**config.mk**
```make
export PLATFORM = sky130hd
export DESIGN_NAME = word_lfsr_fsm
export DESIGN_NICKNAME = d
export VERILOG_FILES = /design/src/rtl/word_lfsr_pkg.sv /design/src/rtl/word_alpha_mul.sv /design/src/rtl/word_lfsr_reg.sv /design/src/rtl/word_fsm_core.sv /design/src/rtl/word_lfsr_fsm.sv
export SDC_FILE = /design/constraint.sdc
export NUM_CORES = 1
export LEC_CHECK = 0
export BUFFER_PORTS_ARGS = -buffer_cell sky130_fd_sc_hd__buf_2
export CAP_MARGIN = 20
export CORE_MARGIN = 1
export CORE_UTILIZATION = 40
export CTS_BUF_LIST = sky130_fd_sc_hd__clkbuf_4 sky130_fd_sc_hd__clkbuf_8
export DETAILED_ROUTE_END_ITERATION = 10
export PLACE_DENSITY = 0.68
export SYNTH_ARGS = -nofsm -noshare
export SYNTH_HDL_FRONTEND = slang
export SYNTH_SLANG_ARGS = --single-unit
```
**constraint.sdc**
```tcl
create_clock -name clk_i -period 8.7 [get_ports clk_i]
set_input_delay 0.87 -clock clk_i [delete_from_list [all_inputs] [get_ports clk_i]]
set_output_delay 0.87 -clock clk_i [all_outputs]
set_load 0.005 [all_outputs]
```
**src/rtl/word_lfsr_pkg.sv**
```systemverilog
package word_lfsr_pkg;
  localparam int unsigned WORD_W   = 32;
  localparam int unsigned N_STAGES = 10;
  localparam logic [7:0]  GF_RED   = 8'hA9;  // low byte of 0x1A9
  localparam logic [31:0] TRANS_M  = 32'h5465_5307;
  localparam int unsigned TRANS_ROT = 7;

  typedef logic [WORD_W-1:0] word_t;

  function automatic logic [7:0] gf_xtime(input logic [7:0] b);
    return {b[6:0], 1'b0} ^ (b[7] ? GF_RED : 8'h00);
  endfunction

  function automatic logic [7:0] gf_pow(input int unsigned k);
    logic [7:0] acc;
    acc = 8'h01;
    for (int unsigned i = 0; i < k; i++) acc = gf_xtime(acc);
    return acc;
  endfunction

  function automatic logic [7:0] gf_mul(input logic [7:0] a, input logic [7:0] c);
    logic [7:0] acc, sh;
    acc = 8'h00;
    sh  = a;
    for (int i = 0; i < 8; i++) begin
      if (c[i]) acc = acc ^ sh;
      sh = gf_xtime(sh);
    end
    return acc;
  endfunction

  function automatic word_t trans(input word_t x);
    word_t p;
    p = x * TRANS_M;
    return (p << TRANS_ROT) | (p >> (WORD_W - TRANS_ROT));
  endfunction
endpackage

```
**src/rtl/word_alpha_mul.sv**
```systemverilog
module word_alpha_mul
  import word_lfsr_pkg::*;
#(
  parameter bit INVERSE = 1'b0
) (
  input  word_t x_i,
  output word_t y_o
);
  localparam int unsigned LANES = WORD_W / 8;
  // exponents of b per byte lane, lane 3 first
  localparam int unsigned EXP_F [LANES] = '{23, 245, 48, 239};
  localparam int unsigned EXP_R [LANES] = '{16, 39, 6, 64};

  logic [7:0] idx;
  word_t      tbl;

  generate
    if (INVERSE) begin : g_inv
      assign idx = x_i[7:0];
      for (genvar l = 0; l < LANES; l++) begin : g_lane
        localparam logic [7:0] C = gf_pow(EXP_R[LANES-1-l]);
        assign tbl[8*l +: 8] = gf_mul(idx, C);
      end
      assign y_o = (x_i >> 8) ^ tbl;
    end else begin : g_fwd
      assign idx = x_i[WORD_W-1 -: 8];
      for (genvar l = 0; l < LANES; l++) begin : g_lane
        localparam logic [7:0] C = gf_pow(EXP_F[LANES-1-l]);
        assign tbl[8*l +: 8] = gf_mul(idx, C);
      end
      assign y_o = (x_i << 8) ^ tbl;
    end
  endgenerate
endmodule

```
**src/rtl/word_lfsr_reg.sv**
```systemverilog
module word_lfsr_reg
  import word_lfsr_pkg::*;
(
  input  logic                       clk_i,
  input  logic                       rst_ni,
  input  logic                       load_i,
  input  logic                       step_i,
  input  logic [N_STAGES*WORD_W-1:0] ld_s_i,
  output word_t                      s0_o,
  output word_t                      s1_o,
  output word_t                      s8_o,
  output word_t                      s9_o
);
  localparam int unsigned TOP = N_STAGES - 1;

  word_t st_q [N_STAGES];
  word_t a_s0, ai_s3, fb;

  word_alpha_mul #(.INVERSE(1'b0)) u_mul_a  (.x_i(st_q[0]), .y_o(a_s0));
  word_alpha_mul #(.INVERSE(1'b1)) u_mul_ai (.x_i(st_q[3]), .y_o(ai_s3));

  assign fb = st_q[TOP] ^ ai_s3 ^ a_s0;

  generate
    for (genvar i = 0; i < N_STAGES; i++) begin : g_st
      word_t nxt;
      if (i == TOP) begin : g_top
        assign nxt = fb;
      end else begin : g_mid
        assign nxt = st_q[i+1];
      end
      always_ff @(posedge clk_i or negedge rst_ni) begin
        if (!rst_ni)     st_q[i] <= '0;
        else if (load_i) st_q[i] <= ld_s_i[WORD_W*i +: WORD_W];
        else if (step_i) st_q[i] <= nxt;
      end
    end
  endgenerate

  assign s0_o = st_q[0];
  assign s1_o = st_q[1];
  assign s8_o = st_q[8];
  assign s9_o = st_q[TOP];

  p_shift_r2: assert property (@(posedge clk_i) disable iff (!rst_ni)
    (step_i && !load_i) |=> st_q[0] == $past(st_q[1]));
  p_fb_r2: assert property (@(posedge clk_i) disable iff (!rst_ni)
    (step_i && !load_i) |=> st_q[TOP] == ($past(st_q[TOP]) ^ $past(ai_s3) ^ $past(a_s0)));
endmodule

```
**src/rtl/word_fsm_core.sv**
```systemverilog
module word_fsm_core
  import word_lfsr_pkg::*;
(
  input  logic  clk_i,
  input  logic  rst_ni,
  input  logic  load_i,
  input  logic  step_i,
  input  word_t ld_r1_i,
  input  word_t ld_r2_i,
  input  word_t s1_i,
  input  word_t s8_i,
  input  word_t s9_i,
  output word_t fsm_o
);
  word_t r1_q, r2_q, addend, r1_d, r2_d;

  assign addend = r1_q[0] ? (s1_i ^ s8_i) : s1_i;
  assign r1_d   = r2_q + addend;
  assign r2_d   = trans(r1_q);
  assign fsm_o  = (s9_i + r1_d) ^ r2_d;

  always_ff @(posedge clk_i or negedge rst_ni) begin
    if (!rst_ni) begin
      r1_q <= '0;
      r2_q <= '0;
    end else if (load_i) begin
      r1_q <= ld_r1_i;
      r2_q <= ld_r2_i;
    end else if (step_i) begin
      r1_q <= r1_d;
      r2_q <= r2_d;
    end
  end

  p_r1_sel_r4: assert property (@(posedge clk_i) disable iff (!rst_ni)
    (step_i && !load_i && !r1_q[0]) |=> r1_q == $past(r2_q) + $past(s1_i));
  p_r1_add_r5: assert property (@(posedge clk_i) disable iff (!rst_ni)
    (step_i && !load_i && r1_q[0]) |=> r1_q == $past(r2_q) + ($past(s1_i) ^ $past(s8_i)));
  p_r2_trans_r6: assert property (@(posedge clk_i) disable iff (!rst_ni)
    (step_i && !load_i) |=> r2_q == trans($past(r1_q)));
endmodule

```
**src/rtl/word_lfsr_fsm.sv**
```systemverilog
module word_lfsr_fsm
  import word_lfsr_pkg::*;
(
  input  logic                       clk_i,
  input  logic                       rst_ni,
  input  logic                       load_i,
  input  logic                       step_i,
  input  logic [N_STAGES*WORD_W-1:0] ld_s_i,
  input  logic [WORD_W-1:0]          ld_r1_i,
  input  logic [WORD_W-1:0]          ld_r2_i,
  output logic [WORD_W-1:0]          s0_o,
  output logic [WORD_W-1:0]          fsm_o
);
  word_t s1, s8, s9;

  word_lfsr_reg u_reg (
    .clk_i, .rst_ni, .load_i, .step_i, .ld_s_i,
    .s0_o, .s1_o(s1), .s8_o(s8), .s9_o(s9)
  );

  word_fsm_core u_fsm (
    .clk_i, .rst_ni, .load_i, .step_i, .ld_r1_i, .ld_r2_i,
    .s1_i(s1), .s8_i(s8), .s9_i(s9), .fsm_o
  );

  p_load_r8: assert property (@(posedge clk_i) disable iff (!rst_ni)
    load_i |=> s0_o == $past(ld_s_i[WORD_W-1:0]));
  p_hold_r9: assert property (@(posedge clk_i) disable iff (!rst_ni)
    (!load_i && !step_i) |=> ($stable(s0_o) && $stable(fsm_o)));
  p_out_shift_r2: assert property (@(posedge clk_i) disable iff (!rst_ni)
    (step_i && !load_i) |=> s0_o == $past(s1));
endmodule

```
**After elaboration in Yosys (flattened, before gate mapping)**

Cells that the tools add are included.

- $add $sub $neg: 2
- $mul: 1
- Multiplexer cells: 39
- Bitwise logic cells: 40
- Reduce and logical (&&, ||, !) cells: 1

Operators by type and width:

| cell | number |
|---|---|
| 2-to-1 mux 32 bit | 25 |
| XOR 8 bit | 33 |
| XOR 32 bit | 5 |
| 2-to-1 mux 8 bit | 14 |
| adder 32 bit | 2 |
| multiplier 32 x 31 -> 32 bit, second input constant | 1 |
| OR 32 x 7 -> 32 bit | 1 |
| XOR 24 x 32 -> 32 bit | 1 |
| nonzero test 2 bit | 1 |

- Bits in registers: 384
- Bits of input ports: 388
- Output and inout bits: 64
- Word-level logic and storage cells: 95

**Depth between registers and ports, before layout**

- Depth after elaboration: 20
- Depth in mapped cells: 25
- Mapped depth without buffers: 24

**By module**

Synthesis repeated with hierarchy kept, for this count alone.

- Cell total of the unflattened synthesis: 3190
- Area total of the unflattened synthesis: 31468.9 um^2

By module, submodules not included:

| module | times used | cells an instance | area an instance (um^2) | seq. area each (um^2) |
|---|---|---|---|---|
| word_lfsr_reg | 1 | 1487 | 15457.3 | 8007.7 |
| word_fsm_core | 1 | 1558 | 14463.9 | 1601.5 |
| word_alpha_mul at u_reg.u_mul_ai | 1 | 67 | 780.7 | 0.0 |
| word_alpha_mul at u_reg.u_mul_a | 1 | 78 | 767.0 | 0.0 |

**Least setup slack after synthesis**

Ideal clock, no wire load.

- Path type: register to output
- Start point: register u_fsm.r1_q[15]
- End point: output port fsm_o[3]
- Data arrival time: 6.049 ns
- Data required time: 7.830 ns
- Setup slack: 1.781 ns
- Cell stages (with the launch flop): 22
- Path buffers: 0
- Cell sequence: dfrtp_1 > ha_1 > fa_1 > inv_1 > fa_1 > inv_1 > fa_1 > inv_1 > fa_1 > inv_1 > fa_1 > fa_1 > ha_1 > or3_1 > or4_4 > o21ai_2 > a31o_4 > o21a_4 > o21bai_1 > a21oi_2 > xor2_2 > xnor2_1

- Cells in the longest elaborated chain, start to end: 3

RTL lines:

| item | RTL line | text |
|---|---|---|
| from (decl) | word_fsm_core.sv:15 | `word_t r1_q, r2_q, addend, r1_d, r2_d;` |
| from (signal assigned) | word_fsm_core.sv:27 | `r1_q <= ld_r1_i;` |
| from (signal assigned) | word_fsm_core.sv:30 | `r1_q <= r1_d;` |
| multiplier 32 x 31 -> 32 bit | word_lfsr_pkg.sv:34 | `p = x * TRANS_M;` |
| OR 32 x 7 -> 32 bit | word_lfsr_pkg.sv:35 | `return (p << TRANS_ROT) \| (p >> (WORD_W - TRANS_ROT));` |
| XOR 32 bit | word_fsm_core.sv:20 | `assign fsm_o = (s9_i + r1_d) ^ r2_d;` |
| to (decl) | word_lfsr_fsm.sv:12 | `output logic [WORD_W-1:0] fsm_o` |

No other way between the ends.

**Worst setup path in the final report**

- Start point: register u_fsm.r1_q[9]
- End point: output port fsm_o[4]

The elaborated chain is that of the path after synthesis.

==> flow_summary.toml <==
[worst_setup_path]
reg2reg_slack_ps = 1860
cp-start-kind = "flip-flop"
critPathBufInv = 3
critPathTopFamily = "adder cells"
crit_top_cell = "fa_1"
critPathMaxFanout = 12
crit_path_end_kind = "primary output"
slowest_delay_ps = 740
crit_slowest_cell = "dfrtp_1"
required_ps = 7830
criticalPathCategory = "flip-flop to primary output"
crit_chain = "ha_1 -> ha_1 -> ha_1 -> inv_1 -> fa_1 -> inv_1 -> fa_1 -> fa_1 -> fa_1 -> fa_1 -> ha_1 -> and3_1 -> and3_1 -> nand3_1 -> a211oi_2 -> o2111ai_2 -> a31o_2 -> a221o_1 -> xor2_1 -> xnor2_1 -> buf_2"
worstPathArrival_ps = 7500

[sta]
worst_slew_pin_slew_ps = 1084
rsz0062_at_grt = "no"
maxSlewHeadroom = 0.2748
fin_crit_sh = 0.9617
finalMaxSlewViolations = 0
final.setup.tns_ps = 0
setup_ws_ps = 333.2
hold_viol_final = 0
max_freq_mhz = 119.5
setup-violations-final = 0
fin_skew_ps = 68.79
min_period_ps = 8367

[global_routing]
grt_first_pass_wirelength_um = 156500
grt-ovfl-total = 0
antenna_found_initial = 18
first_global_vias = 24360
grtUsageTotal = 0.2741
grt_max_degree = 208

[logic_synthesis]
syn_avg_cell_area_um2 = 9.781
synth_area_leaders = "dfrtp_1, fa_1, mux2i_1, ha_1, xnor2_1"
synth_warnings = 0
ys_async_sr_fraction = 1.000
synth_top_cell_area_share = 0.3134
synth_flop_cell = "dfrtp_1"
syn-num-nets = 3952
syn_inst = 3135
synth-seq-area-share = 0.3134
yosys.area.top_type = "dfrtp_1"
yosysUniqueCellTypes = 71
ys_seq_elements = 384
synth_edf_count = 0
synth_area_um2 = 30660

[floorplan]
boundaryPins = 452
dieArea_um2 = 77770
die_x_um = 278.9
core_um2 = 75950
dieHeight_um = 278.9
initial_utilization = 0.4037
rows = 101

[placed_design]
dpl-instance-area_um2 = 33870
dp_hpwl_um = 85800
pre_cts_ws_ps = 852.8
port_buffers = 451
place_congestion = 0.9875

[finish]
design_area_um2 = 35500
utilization = 0.4674
final_net_count = 4349
layout-drive-gt1-share = 0.1832
syn_to_final_growth_pct = 15.78

[route]
vias = 24090
wl_per_cell_um = 23.16
first_pass_iters = 7
via_per_inst = 5.214
ant_nets = 0
wl_um = 107000
drt_iter0_drc = 1807
remaining_drc_errors = 0

[clock_tree]
root_buffer = "clkbuf_8"
htree_levels = 3
cts_buffer_depth = 3
clk_latency_ps = 710
cts_resized = 0
cts.sinks = 384
cts_setup_buffers = 0
holdBufCountCts = 0
cts_tree = "built"
clkTransAtPathRegs_ps = 60
cts_made_buffers = 73

[min_path]
min_path_type = "primary input to async pin"

[run]
maxCapViolations = 0

[status]
status = "completed"
[layout make-up]
type | instances | area, um^2
Inverter | 228 | 855.8
Clock inverter | 20 | 280.3
Clock buffer | 104 | 1319
Antenna cell | 9 | 22.52
Multi-Input combinational cell | 2370 | 19590
Sequential cell | 384 | 9612
Fill cell | 7334 | 40450
Tap cell | 1030 | 1289
Timing Repair Buffer | 475 | 2530
[synth_stat cells (9+ instances only)]
library cell and count:
nand3_1 18, nand2_1 465, mux2i_1 332, ha_1 261, clkbuf_1 123, a21oi_1 89, nand2b_1 10, buf_2 11
o21ai_0 379, xor2_1 84, a21o_1 41, fa_1 168, and3_1 9, o211ai_1 10, mux2_2 23, xnor2_1 292
inv_1 228, o21a_1 16, buf_1 15, dfrtp_1 384, nor2_1 43
[placed cells by master (no fill, tap or decap), types with 6 or more instances in the layout]
cell type,count
clkbuf_4,18
clkinv_2,7
nand2b_1,10
buf_4,19
mux2i_1,332
a211oi_1,8
ha_1,261
xor2_1,84
a21o_1,41
nor3_1,8
a21oi_1,89
a31o_2,7
diode_2,9
nor2_1,43
o21bai_1,8
nor2b_1,8
and3_1,9
a2bb2oi_1,6
or3_1,6
dfrtp_1,382
nand3_1,18
o21a_1,16
mux2_2,23
fa_1,168
buf_2,448
o211ai_1,10
o21ai_1,6
nand2_1,465
o21ai_0,379
xnor2_1,292
inv_1,228
clkbuf_8,86
[sequential cells by signal, summed over array words and instances (netlist names)]
name,cells
u_fsm.r1_q,32
u_fsm.r2_q,32
u_reg.g_st.nxt,192
u_reg.s0_o,32
u_reg.s1_o,32
u_reg.s8_o,32
u_reg.s9_o,32
[metal layers]
metal / up-vias / global-route usage / part of all wire
li1: 11330 / - / -
met1: 11810 / 0.3659 / 0.43
met2: 785 / 0.4502 / 0.47
met3: 149 / 0.04761 / 0.060
met4: 16 / 0.08876 / 0.030
met5: - / 0 / 0.00089
[worst paths after layout]
| kind | endpoint | depth (start not counted) | startpoint |
|---|---|---|---|
| worst min-delay path | u_reg.g_st[6].nxt[20] | 1 | rst_ni |
| worst max-delay path | fsm_o[4] | 21 | u_fsm.r1_q[9] |
| worst min register to register | u_reg.g_st[5].nxt[2] | 2 | u_reg.g_st[6].nxt[2] |
| min in group clk_i | u_reg.g_st[5].nxt[24] | 3 | ld_s_i[216] |
| worst max register to register | u_fsm.r2_q[4] | 21 | u_fsm.r1_q[9] |
| max in group asynchronous | u_fsm.r2_q[27] | 2 | rst_ni |
[through the flow]
stage,hold slack (ps),cells
floorplan,476.7,3135
global placement,543.4,4487
detailed placement,557.3,4487
CTS,285.1,4611
global route,352.4,4616
finish,289.4,4620
[cells by family (layout without fill, tap and decap cells)]
family	after synthesis	count (layout)	share of synthesized area
other	0	9	0
DFF	384	384	0.3134
AOI/OAI and AO/OA	615	615	0.1147
muxes	355	355	0.1168
and+or+nand+nor	585	585	0.07765
xor gates and xnor gates	386	386	0.1134
buffers and inverters	381	827	0.04782
adders and majority gates	429	429	0.2162
Power is not shown: default switching activity piles up to over one toggle a cycle in this logic, so the estimate is an artifact.
